**src/rtl/dmach_pkg.sv**
```systemverilog
package dmach_pkg;

  localparam int OFF_W = 13;

  localparam logic [OFF_W-1:0] OFF_DPTR  = 13'h000;
  localparam logic [OFF_W-1:0] OFF_SDESC = 13'h058;
  localparam logic [OFF_W-1:0] OFF_SBUF  = 13'h05C;
  localparam logic [OFF_W-1:0] OFF_GRP   = 13'h060;
  localparam logic [OFF_W-1:0] OFF_GDOWN = 13'h07C;
  localparam logic [OFF_W-1:0] OFF_CMD   = 13'h080;
  localparam logic [OFF_W-1:0] OFF_CFG   = 13'h084;
  localparam logic [OFF_W-1:0] OFF_STAT  = 13'h088;
  localparam logic [OFF_W-1:0] OFF_IMASK = 13'h08C;
  localparam logic [OFF_W-1:0] OFF_IACK  = 13'h090;
  localparam logic [OFF_W-1:0] OFF_IRAW  = 13'h094;
  localparam logic [OFF_W-1:0] OFF_IMSKD = 13'h098;
  localparam logic [OFF_W-1:0] OFF_SCMD  = 13'h09C;

  typedef enum logic [3:0] {
    RS_NONE, RS_DPTR, RS_SDESC, RS_SBUF, RS_GRP, RS_GDOWN, RS_CMD,
    RS_CFG, RS_STAT, RS_IMASK, RS_IACK, RS_IRAW, RS_IMSKD, RS_SCMD
  } reg_sel_e;

  localparam logic [2:0] ST_RUNNING = 3'd4;

  localparam int SC_W = 10;
  localparam logic [SC_W-1:0] SC_LOAD_DATA = 10'h140;
  localparam logic [SC_W-1:0] SC_BURST     = 10'h020;
  localparam logic [SC_W-1:0] SC_LOAD_CTX  = 10'h200;

  localparam logic [1:0] SZ_WORD = 2'd2;

endpackage

```
**src/rtl/dmach_decode.sv**
```systemverilog
module dmach_decode
  import dmach_pkg::*;
#(
  parameter int NCH    = 4,
  parameter int ADDR_W = 32,
  parameter logic [ADDR_W-1:0] BASE = '0,
  localparam int CH_W  = (NCH > 1) ? $clog2(NCH) : 1,
  localparam int IDX_W = ADDR_W - OFF_W
) (
  input  logic              req,
  input  logic [1:0]        size,
  input  logic [ADDR_W-1:0] addr,
  output logic              acc_ok,
  output logic              acc_bad,
  output logic [NCH-1:0]    ch_sel,
  output logic [CH_W-1:0]   ch_idx,
  output reg_sel_e          rsel
);

  logic [ADDR_W-1:0] rel;
  logic [IDX_W-1:0]  idx_full;
  logic [OFF_W-1:0]  off;
  logic              legal;

  assign rel      = addr - BASE;
  assign idx_full = rel[ADDR_W-1:OFF_W];
  assign off      = rel[OFF_W-1:0];
  assign legal    = (size == SZ_WORD) && (off[1:0] == 2'b00) &&
                    (idx_full < IDX_W'(NCH));
  assign acc_ok   = req && legal;
  assign acc_bad  = req && !legal;
  assign ch_idx   = idx_full[CH_W-1:0];

  for (genvar g = 0; g < NCH; g++) begin : g_sel
    assign ch_sel[g] = acc_ok && (idx_full == IDX_W'(g));
  end

  always_comb begin
    unique case (off)
      OFF_DPTR:  rsel = RS_DPTR;
      OFF_SDESC: rsel = RS_SDESC;
      OFF_SBUF:  rsel = RS_SBUF;
      OFF_GRP:   rsel = RS_GRP;
      OFF_GDOWN: rsel = RS_GDOWN;
      OFF_CMD:   rsel = RS_CMD;
      OFF_CFG:   rsel = RS_CFG;
      OFF_STAT:  rsel = RS_STAT;
      OFF_IMASK: rsel = RS_IMASK;
      OFF_IACK:  rsel = RS_IACK;
      OFF_IRAW:  rsel = RS_IRAW;
      OFF_IMSKD: rsel = RS_IMSKD;
      OFF_SCMD:  rsel = RS_SCMD;
      default:   rsel = RS_NONE;
    endcase
  end

endmodule

```
**src/rtl/dmach_irq.sv**
```systemverilog
module dmach_irq #(
  parameter int CW = 4
) (
  input  logic          clk,
  input  logic          rst_n,
  input  logic          mask_we,
  input  logic          ack_we,
  input  logic [CW-1:0] wbits,
  input  logic [CW-1:0] cause,
  output logic [CW-1:0] raw,
  output logic [CW-1:0] mask,
  output logic          irq
);

  logic [CW-1:0] raw_q, mask_q, kept;

  // acknowledge removes bits first; a cause in the same cycle re-sets them
  assign kept = ack_we ? (raw_q & ~wbits) : raw_q;

  always_ff @(posedge clk or negedge rst_n) begin
    if (!rst_n) begin
      raw_q  <= '0;
      mask_q <= '0;
    end else begin
      raw_q <= kept | cause;
      if (mask_we) mask_q <= wbits;
    end
  end

  assign raw  = raw_q;
  assign mask = mask_q;
  assign irq  = |(raw_q & mask_q);

endmodule

```
**src/rtl/dmach_chan.sv**
```systemverilog
module dmach_chan
  import dmach_pkg::*;
#(
  parameter int CW    = 4,
  parameter int SRC_W = 2
) (
  input  logic             clk,
  input  logic             rst_n,
  input  logic             sel,
  input  logic             we,
  input  reg_sel_e         rsel,
  input  logic [31:0]      wdata,
  input  logic [2:0]       st,
  input  logic             eol,
  input  logic [SRC_W-1:0] src,
  input  logic             client,
  input  logic             deol,
  input  logic [CW-1:0]    cause,
  output logic [31:0]      rd_val,
  output logic             irq,
  output logic             ld_data,
  output logic             ld_ctx,
  output logic             start,
  output logic             cont,
  output logic [CW-1:0]    raw,
  output logic [CW-1:0]    mask
);

  logic [31:0]     dptr_q, sdesc_q, sbuf_q, grp_q, gdown_q, cmd_q, cfg_q;
  logic [SC_W-1:0] scmd_q;
  logic            wr, scmd_wr, cmd_wr;
  logic            ld_d_n, ld_c_n, start_n, cont_n;
  logic            en_ok;
  logic [31:0]     stat;
  logic [SC_W-1:0] sc;

  assign wr      = sel && we;
  assign scmd_wr = wr && (rsel == RS_SCMD);
  assign cmd_wr  = wr && (rsel == RS_CMD);
  assign sc      = wdata[SC_W-1:0];

  assign en_ok   = cfg_q[0] && client && !cfg_q[1] && (st == ST_RUNNING) && deol;
  assign ld_d_n  = scmd_wr && |(sc & SC_LOAD_DATA);
  assign ld_c_n  = scmd_wr && |(sc & SC_LOAD_CTX);
  assign start_n = (ld_d_n && |(sc & SC_BURST)) || ld_c_n;
  assign cont_n  = cmd_wr && en_ok;

  always_ff @(posedge clk or negedge rst_n) begin
    if (!rst_n) begin
      dptr_q  <= '0;
      sdesc_q <= '0;
      sbuf_q  <= '0;
      grp_q   <= '0;
      gdown_q <= '0;
      cmd_q   <= '0;
      cfg_q   <= '0;
      scmd_q  <= '0;
    end else if (wr) begin
      unique case (rsel)
        RS_DPTR:  dptr_q  <= wdata;
        RS_SDESC: sdesc_q <= wdata;
        RS_SBUF:  sbuf_q  <= wdata;
        RS_GRP:   grp_q   <= wdata;
        RS_GDOWN: gdown_q <= wdata;
        RS_CMD:   cmd_q   <= wdata;
        RS_CFG:   cfg_q   <= wdata;
        RS_SCMD:  scmd_q  <= sc;
        default:  ;
      endcase
    end
  end

  always_ff @(posedge clk or negedge rst_n) begin
    if (!rst_n) begin
      ld_data <= 1'b0;
      ld_ctx  <= 1'b0;
      start   <= 1'b0;
      cont    <= 1'b0;
    end else begin
      ld_data <= ld_d_n;
      ld_ctx  <= ld_c_n;
      start   <= start_n;
      cont    <= cont_n;
    end
  end

  dmach_irq #(.CW(CW)) u_irq (
    .clk     (clk),
    .rst_n   (rst_n),
    .mask_we (wr && (rsel == RS_IMASK)),
    .ack_we  (wr && (rsel == RS_IACK)),
    .wbits   (wdata[CW-1:0]),
    .cause   (cause),
    .raw     (raw),
    .mask    (mask),
    .irq     (irq)
  );

  always_comb begin
    stat             = '0;
    stat[2:0]        = st;
    stat[5]          = eol;
    stat[8 +: SRC_W] = src;
  end

  always_comb begin
    unique case (rsel)
      RS_DPTR:  rd_val = dptr_q;
      RS_SDESC: rd_val = sdesc_q;
      RS_SBUF:  rd_val = sbuf_q;
      RS_GRP:   rd_val = grp_q;
      RS_GDOWN: rd_val = gdown_q;
      RS_CMD:   rd_val = cmd_q;
      RS_CFG:   rd_val = cfg_q;
      RS_STAT:  rd_val = stat;
      RS_IMASK: rd_val = 32'(mask);
      RS_IRAW:  rd_val = 32'(raw);
      RS_IMSKD: rd_val = 32'(raw & mask);
      RS_SCMD:  rd_val = 32'(scmd_q);
      default:  rd_val = '0;
    endcase
  end

endmodule

```
**src/rtl/dmach_regs.sv**
```systemverilog
module dmach_regs
  import dmach_pkg::*;
#(
  parameter int NCH     = 4,
  parameter int ADDR_W  = 32,
  parameter int CAUSE_W = 4,
  parameter int SRC_W   = 2,
  parameter logic [ADDR_W-1:0] BASE = 32'hB000_0000
) (
  input  logic                     clk,
  input  logic                     rst_n,
  input  logic                     bus_req,
  input  logic                     bus_we,
  input  logic [1:0]               bus_size,
  input  logic [ADDR_W-1:0]        bus_addr,
  input  logic [31:0]              bus_wdata,
  output logic [31:0]              bus_rdata,
  output logic                     bus_ack,
  output logic                     bus_err,
  input  logic [NCH*3-1:0]         eng_state,
  input  logic [NCH-1:0]           eng_eol,
  input  logic [NCH*SRC_W-1:0]     eng_src,
  input  logic [NCH-1:0]           eng_client,
  input  logic [NCH-1:0]           eng_deol,
  input  logic [NCH*CAUSE_W-1:0]   eng_cause,
  output logic [NCH-1:0]           irq,
  output logic [NCH-1:0]           ld_data,
  output logic [NCH-1:0]           ld_ctx,
  output logic [NCH-1:0]           ch_start,
  output logic [NCH-1:0]           ch_cont
);

  localparam int CH_W = (NCH > 1) ? $clog2(NCH) : 1;

  logic                     acc_ok, acc_bad;
  logic [NCH-1:0]           ch_sel;
  logic [CH_W-1:0]          ch_idx;
  reg_sel_e                 rsel;
  logic [31:0]              rd_arr [NCH];
  logic [NCH*CAUSE_W-1:0]   raw_all, mask_all;

  dmach_decode #(.NCH(NCH), .ADDR_W(ADDR_W), .BASE(BASE)) u_dec (
    .req     (bus_req),
    .size    (bus_size),
    .addr    (bus_addr),
    .acc_ok  (acc_ok),
    .acc_bad (acc_bad),
    .ch_sel  (ch_sel),
    .ch_idx  (ch_idx),
    .rsel    (rsel)
  );

  for (genvar c = 0; c < NCH; c++) begin : g_ch
    dmach_chan #(.CW(CAUSE_W), .SRC_W(SRC_W)) u_ch (
      .clk     (clk),
      .rst_n   (rst_n),
      .sel     (ch_sel[c]),
      .we      (bus_we),
      .rsel    (rsel),
      .wdata   (bus_wdata),
      .st      (eng_state[c*3 +: 3]),
      .eol     (eng_eol[c]),
      .src     (eng_src[c*SRC_W +: SRC_W]),
      .client  (eng_client[c]),
      .deol    (eng_deol[c]),
      .cause   (eng_cause[c*CAUSE_W +: CAUSE_W]),
      .rd_val  (rd_arr[c]),
      .irq     (irq[c]),
      .ld_data (ld_data[c]),
      .ld_ctx  (ld_ctx[c]),
      .start   (ch_start[c]),
      .cont    (ch_cont[c]),
      .raw     (raw_all[c*CAUSE_W +: CAUSE_W]),
      .mask    (mask_all[c*CAUSE_W +: CAUSE_W])
    );
  end

  always_ff @(posedge clk or negedge rst_n) begin
    if (!rst_n) begin
      bus_rdata <= '0;
      bus_ack   <= 1'b0;
      bus_err   <= 1'b0;
    end else begin
      bus_ack   <= acc_ok;
      bus_err   <= acc_bad;
      bus_rdata <= (acc_ok && !bus_we) ? rd_arr[ch_idx] : '0;
    end
  end

endmodule

```
**config.mk**
```make
export PLATFORM = sky130hd
export DESIGN_NAME = dmach_regs
export DESIGN_NICKNAME = d
export VERILOG_FILES = /design/src/rtl/dmach_pkg.sv /design/src/rtl/dmach_decode.sv /design/src/rtl/dmach_irq.sv /design/src/rtl/dmach_chan.sv /design/src/rtl/dmach_regs.sv
export SDC_FILE = /design/constraint.sdc
export NUM_CORES = 1
export LEC_CHECK = 0
export CAP_MARGIN = 25
export CORE_ASPECT_RATIO = 0.8
export CORE_MARGIN = 5
export CORE_UTILIZATION = 55
export DETAILED_ROUTE_END_ITERATION = 10
export PLACE_DENSITY = 0.77
export SLEW_MARGIN = 20
export SYNTH_ARGS = -nofsm -noshare
export SYNTH_HDL_FRONTEND = slang
export SYNTH_SLANG_ARGS = --single-unit
```
**constraint.sdc**
```tcl
create_clock -name clk -period 2.62 [get_ports clk]
set_input_delay 0.393 -clock clk [delete_from_list [all_inputs] [get_ports clk]]
set_output_delay 0.393 -clock clk [all_outputs]
set_load 0.02 [all_outputs]
```
# ---- Yosys cells after proc, flatten, opt, wreduce, memory -nomap -nowiden
# Cells that the tools add are included.
dict set report totals {
  register_bits 1018
  input_bits 118
  out_inout_bits 54
  wordCells 237
}
dict set report classes {
  addsub 1
  magnitude_cmp 2
  n_eq_ne 33
  n_mux 13
  n_bitwise 18
  n_reduce_logical 111
}
# cell count
set op_table {}
lappend op_table {{32-bit one-hot mux with 12 select lines} 4}
lappend op_table {{13-bit by 8-bit equality test with 1-bit output (second input constant)} 8}
lappend op_table {{32-bit two-way mux} 3}
lappend op_table {{32-bit binary-select mux with 2-bit select} 1}
lappend op_table {{2-bit AND reduction} 32}
lappend op_table {{1-bit logical AND} 61}
lappend op_table {{13-bit by 7-bit equality test with 1-bit output (second input constant)} 4}
lappend op_table {{4-bit one-hot mux with 13 select lines} 1}
lappend op_table {{4-bit bitwise AND} 12}
lappend op_table {{19-bit by 2-bit equality test with 1-bit output (second input constant)} 2}
lappend op_table {{32-bit subtractor (second input constant)} 1}
lappend op_table {{4-bit equality test (second input constant)} 6}
lappend op_table {{19-bit by 1-bit equality test with 1-bit output (second input constant)} 1}
lappend op_table {{19-bit logical NOT} 1}
lappend op_table {{19-bit by 3-bit less-than comparator with 1-bit output (second input constant)} 1}
lappend op_table {{4-bit by 3-bit equality test with 1-bit output (second input constant)} 4}
lappend op_table {{4-bit two-way mux} 4}
lappend op_table {{4-bit OR} 4}
lappend op_table {{4-bit OR reduction} 4}
lappend op_table {{13-bit logical NOT} 1}
lappend op_table {{3-bit equality test (second input constant)} 4}
lappend op_table {{4-bit by 2-bit equality test with 1-bit output (second input constant)} 2}
lappend op_table {{1-bit logical NOT} 6}
lappend op_table {{4-bit by 1-bit equality test with 1-bit output (second input constant)} 1}
lappend op_table {{7 further kinds} 10}

# ---- Depth between registers and ports, before layout
dict set report depth {
  depth_word 11
  depth_mapped 11
  ltp_nobuf 8
}

# ---- Modules after synthesis
# Synthesis repeated with hierarchy kept, for this count alone.
dict set report hier_totals {
  cells_unflattened 3313
  area_unflattened_um2 45686.3
}
# mod instances cells_each area_each_um2 seq_area_each_um2
set by_module_without_submodules {}
lappend by_module_without_submodules {dmach_chan 4 756 10510.1 5955.7}
lappend by_module_without_submodules {dmach_regs 1 146 2029.4 850.8}
lappend by_module_without_submodules {dmach_irq 4 23 309.0 200.2}
lappend by_module_without_submodules {dmach_decode 1 51 380.4 0.0}

# ---- Least setup slack after synthesis
# No wires, ideal clock.
dict set report synth_timing {
  path_kind {input port to flip-flop}
  start {input port bus_addr[28]}
  end {register g_ch[0].u_ch.sdesc_q[10]}
  setup_time_ps 125
  arrival_ps 2628
  t_required_ps 2495
  path_slack_ps -133
  cell_stages 10
  path_buffers 3
  path_cell_list {ha_1 > nor4bb_1 > o211ai_1 > or3_1 > clkbuf_1 > nor3_2 > and2_1 > clkbuf_1 > buf_2 > mux2_2}
}
dict set report synth_via {
  elab_chain_cells 7
  elab_cells_between_ends 8
  cone_classes {add/sub (1); order compare (1); reduce/logical (6)}
}
# item line
set synth_lines {}
lappend synth_lines {{from (decl)} dmach_regs.sv:15} ;# input logic [ADDR_W-1:0] bus_addr,
lappend synth_lines {{32-bit subtractor (*)} dmach_decode.sv:25} ;# assign rel = addr - BASE;
lappend synth_lines {{19-bit by 3-bit less-than comparator with 1-bit output} dmach_decode.sv:29} ;# (idx_full < IDX_W'(NCH));
lappend synth_lines {{1-bit logical AND} dmach_decode.sv:28} ;# assign legal = (size == SZ_WORD) && (off[1:0] == 2'b00) &&
lappend synth_lines {{1-bit logical AND} dmach_decode.sv:30} ;# assign acc_ok = req && legal;
lappend synth_lines {{1-bit logical AND (*)} dmach_decode.sv:35} ;# assign ch_sel[g] = acc_ok && (idx_full == IDX_W'(g));
lappend synth_lines {{1-bit logical AND (*)} dmach_chan.sv:37} ;# assign wr = sel && we;
lappend synth_lines {{2-bit AND reduction (no line) (*)} -}
lappend synth_lines {{to (signal assigned)} dmach_chan.sv:61} ;# RS_SDESC: sdesc_q <= wdata;
lappend synth_lines {{to (decl)} dmach_chan.sv:29} ;# logic [31:0] dptr_q, sdesc_q, sbuf_q, grp_q, gdown_q, cmd_q, cfg_q;
# Mark *: on every way between the ends. The rest lies on a longest branch, timed or not.
# A chain may end at the register's enable or synchronous reset.

# ---- Worst setup path after layout
dict set report layout_timing {
  start {input port bus_addr[5]}
  end {register bus_rdata[7]}
}
dict set report layout_via {
  elab_chain_cells 9
  elab_cells_between_ends 40
  cone_classes {add/sub (1); order compare (1); eq/ne (24); mux (9); bitwise (1); reduce/logical (4)}
}
# item line
set layout_lines {}
lappend layout_lines {{32-bit subtractor (*)} dmach_decode.sv:25}
lappend layout_lines {{13-bit by 8-bit equality test with 1-bit output, or another cell as far along} dmach_decode.sv:39} ;# unique case (off)
lappend layout_lines {{4-bit one-hot mux with 13 select lines} dmach_decode.sv:39}
lappend layout_lines {{4-bit equality test, or another cell as far along} dmach_chan.sv:107} ;# unique case (rsel)
lappend layout_lines {{32-bit one-hot mux with 12 select lines} dmach_chan.sv:107}
lappend layout_lines {{32-bit binary-select mux with 2-bit select} dmach_regs.sv:86} ;# bus_rdata <= (acc_ok && !bus_we) ? rd_arr[ch_idx] : '0;
lappend layout_lines {{32-bit two-way mux (implied by the code) (2 in a row)} dmach_regs.sv:86}
lappend layout_lines {{32-bit two-way mux (*)} dmach_regs.sv:86}
lappend layout_lines {{to (signal assigned)} dmach_regs.sv:86}
lappend layout_lines {{to (decl)} dmach_regs.sv:17} ;# output logic [31:0] bus_rdata,
# Mark *: on every way between the ends. The rest lies on a longest branch, timed or not. The select of a mux whose other input is x is not followed.

==> results.md <==
- Placed Cells: between 4000 and 5000
- RD Place Congestion: approximately 0.93
- Core ar.: 80800 um^2
- Number of port buffers: around 170
- Setup TNS: 0 ps
- First-pass GRT wire length: a little over 200000 um
- Cell area power density: 590 nW/um^2
- DRT Wirelength: 134000 um
- DR vias/cell: about 6.5
- Commonest non-fill, non-tap cells in the layout: 1018 x dfrtp_1, 900 x mux2_2, 353 x nand2_1
- Unrepaired setup endpoints after global routing: true
- Total CTS buffers: between 90 and 100
- Synth Register Bits: between 1000 and 1500
- Count of final max-slew check failures: 0
- Status: completed
- Worst-path fanout max: 18
- Die height: around 270 um
- Largest net degree at the start of global routing: between 90 and 100
- Data arrival time of the worst path: roughly 3100 ps
- Initial Util: 0.557
- I/O Pins: between 150 and 200
- DPL Wire Length: about 84000 um
- FF-to-FF path depth: 5
- Synth Area per Inst: between 10 and 15 um^2
- Post-DRT Antenna Nets: 0
- Worst Hold Class: in -> async
- Crit end category: register
- Clock tree root buffer cell: clkbuf_16
- DR vias: 32417
- Non-Filler Instances: between 4000 and 5000
- Final Util: 0.673
- Max-Cap Viols: 0
- Commonest non-fill, non-tap cell in the layout: dfrtp_1
- R2R Setup Slk: ~760 ps
- Number of global-route vias before repair: 33684
- # clock sinks: around 1000
- Die width: around 330 um
- Post-synth EDFFs: 0
- H-tree Lvls: 3
- Leak pwr: 26.3 nW
- Initial antenna violation count: 1
- Final setup violation count: 0
- Clock-pin slew on the worst setup and hold paths: about 60 ps
- Startpoint types: input port
- Area grow syn2layout: 20.9%
- NumNets Final: ~3900
- Clock Latency Late Sink: slightly below 700 ps
- Distinct cell type count after synthesis: between 70 and 80
- DR WL met3: ~13000 um
- Highest Signal Layer: met4
- Worst hold slack: around 250 ps
- Max Freq: 0.391 GHz
- Largest cells by area after synthesis: dfrtp_1 57%, mux2_2 23%, nand2_1 3.1%
- Prevailing post-synth register cell: dfrtp_1
- Syn_nets: 3647
- Final hold violation count: 0
- Syn. warnings: 0
- CTS tree: yes
- Share of the synthesized area in the top cell type: 0.567
- Sequential area share after synthesis: 0.567
- Critical path type: in -> reg
- Total track usage: 0.304
- Clock Path Buffers: 3
- Clk_skew: 23.1 ps
- Relative slew slack: 0.374
- Critical R2R Capture: bus_rdata[2]
- WP data required: 3150 ps
- Worst vdd ir: between 0.5 and 0.6 mV
- Initial drt markers: 3981
- FP Rows: a little over 90
- RR Startpoint: g_ch[2].u_ch.dptr_q[2]
- Routed wl met2: approximately 62000 um
- Routed WL per cell: between 20 and 30 um
- Gr ovfl total: 0
- Leading area contributor after synthesis: dfrtp_1
- Pre-CTS setup slack: -635 ps
- DRT met1 WL: between 50000 and 60000 um
- Pre-antenna DRT Iters: 9
- FFs w/ async S/R, synth: 1.00
- Final worst setup slack: 62.3 ps
- Tcrit/Tclk final: 0.976
- DRC: 0
- Worst slew pin tran: just over 900 ps
- Gate Count Post-Synth: about 3500
- Fraction of layout cells with a size suffix above 1: 0.388
- Synthesized area: roughly 45000 um^2
- Tmin final: about 2600 ps
- Area of the die: about 88000 um^2
final cells by class:
type / count / area (um^2)
Fill cell: 5664 / 26400
Sequential cell: 1018 / 25500
Multi-Input combinational cell: 2142 / 18100
Timing Repair Buffer: 559 / 5940
Clock buffer: 133 / 2790
Tap cell: 1092 / 1370
Clock inverter: 44 / 656
Inverter: 10 / 37.5
Antenna cell: 1 / 2.50
report_power, final:
group          internal [mW]  total [mW]  switching [mW]
Clock                   8.88        15.1            6.26
Combinational          0.399        1.22           0.825
Sequential              15.7        15.7        0.000291
cells by family after synthesis:
logic type / after synthesis / share of synthesized area
DFF: 1018 / 0.567
and+or+nand+nor: 593 / 0.0610
muxes: 950 / 0.238
buffers and inverters: 367 / 0.0354
xor gates and xnor gates: 3 / 0.000585
adders and majority gates: 2 / 0.000557
AOI/OAI and AO/OA: 594 / 0.0983
layer usage:
layer / global-route usage / vias to the layer above
met5: 0 / -
met4: 0.0954 / 0
met1: 0.429 / 16789
met2: 0.470 / 1638
li1: - / 13668
met3: 0.0777 / 322
Yosys cell counts, drive strengths merged (4+ instances only):
cell type  number
dfrtp        1018
nor3           11
nand2         376
a32o            7
a21oi         121
and3           13
inv            10
a21o           26
mux2i          18
nor4           23
a221oi         78
a22oi          74
clkbuf        188
a211oi         11
o21ai          47
nor2           31
mux2          932
o211ai          5
o22ai          72
a222oi        126
o32ai           4
and2            5
nand4          19
nand3          74
buf           169
or3             7
nor3b           5
nor2b           8
nand3b          5
worst max path at each step:
stage | startpoint | end | slack [ps]
floorplan | bus_addr[1] | g_ch[3].u_ch.gdown_q[28] | 2
global placement | bus_addr[29] | g_ch[1].u_ch.cmd_q[15] | -670
CTS | bus_addr[29] | g_ch[1].u_ch.cmd_q[14] | 40
global route | bus_addr[6] | bus_rdata[12] | -20
detailed placement | bus_addr[29] | g_ch[1].u_ch.cmd_q[17] | -640
finish | bus_addr[5] | bus_rdata[7] | 60
state kept, by name, indices dropped and copies added, names as in the netlist:
register,count
g_ch.u_ch.u_irq.raw,16
g_ch.u_ch.sdesc_q,128
g_ch.u_ch.start,4
bus_rdata,32
bus_err,1
g_ch.u_ch.gdown_q,128
g_ch.u_ch.cmd_q,128
g_ch.u_ch.cfg_q,128
g_ch.u_ch.ld_data,4
bus_ack,1
g_ch.u_ch.dptr_q,128
g_ch.u_ch.grp_q,128
g_ch.u_ch.cont,4
g_ch.u_ch.ld_ctx,4
g_ch.u_ch.sbuf_q,128
g_ch.u_ch.u_irq.mask,16
g_ch.u_ch.scmd_q,40
repair_timing:
| action | CTS | global route |
|---|---|---|
| endpoints found under the hold margin | 19 | 0 |
| setup endpoints to repair | 0 | 106 |
| setup buffers | 0 | 3 |
| hold buffers | 1 | 0 |
| gates resized for setup | 0 | 13 |
worst max-delay path: stages:
cell	delay (ps)
clkdlybuf4s50_1	590
buf_4	180
nand3b_1	160
buf_4	190
nor4_4	340
buf_4	190
buf_6	220
a222oi_1	150
nand3_1	170
a211oi_1	90
o32ai_1	410
metrics by stage:
stage	area [um^2]	power, mW
after global placement	50800	17.2
after CTS	54300	32.2
final	54300	32.1
after floorplan	45000	16.4
after detailed placement	50800	17.2
after global routing	54300	33.0
No activity file was read; power rests on OpenSTA's default activity.
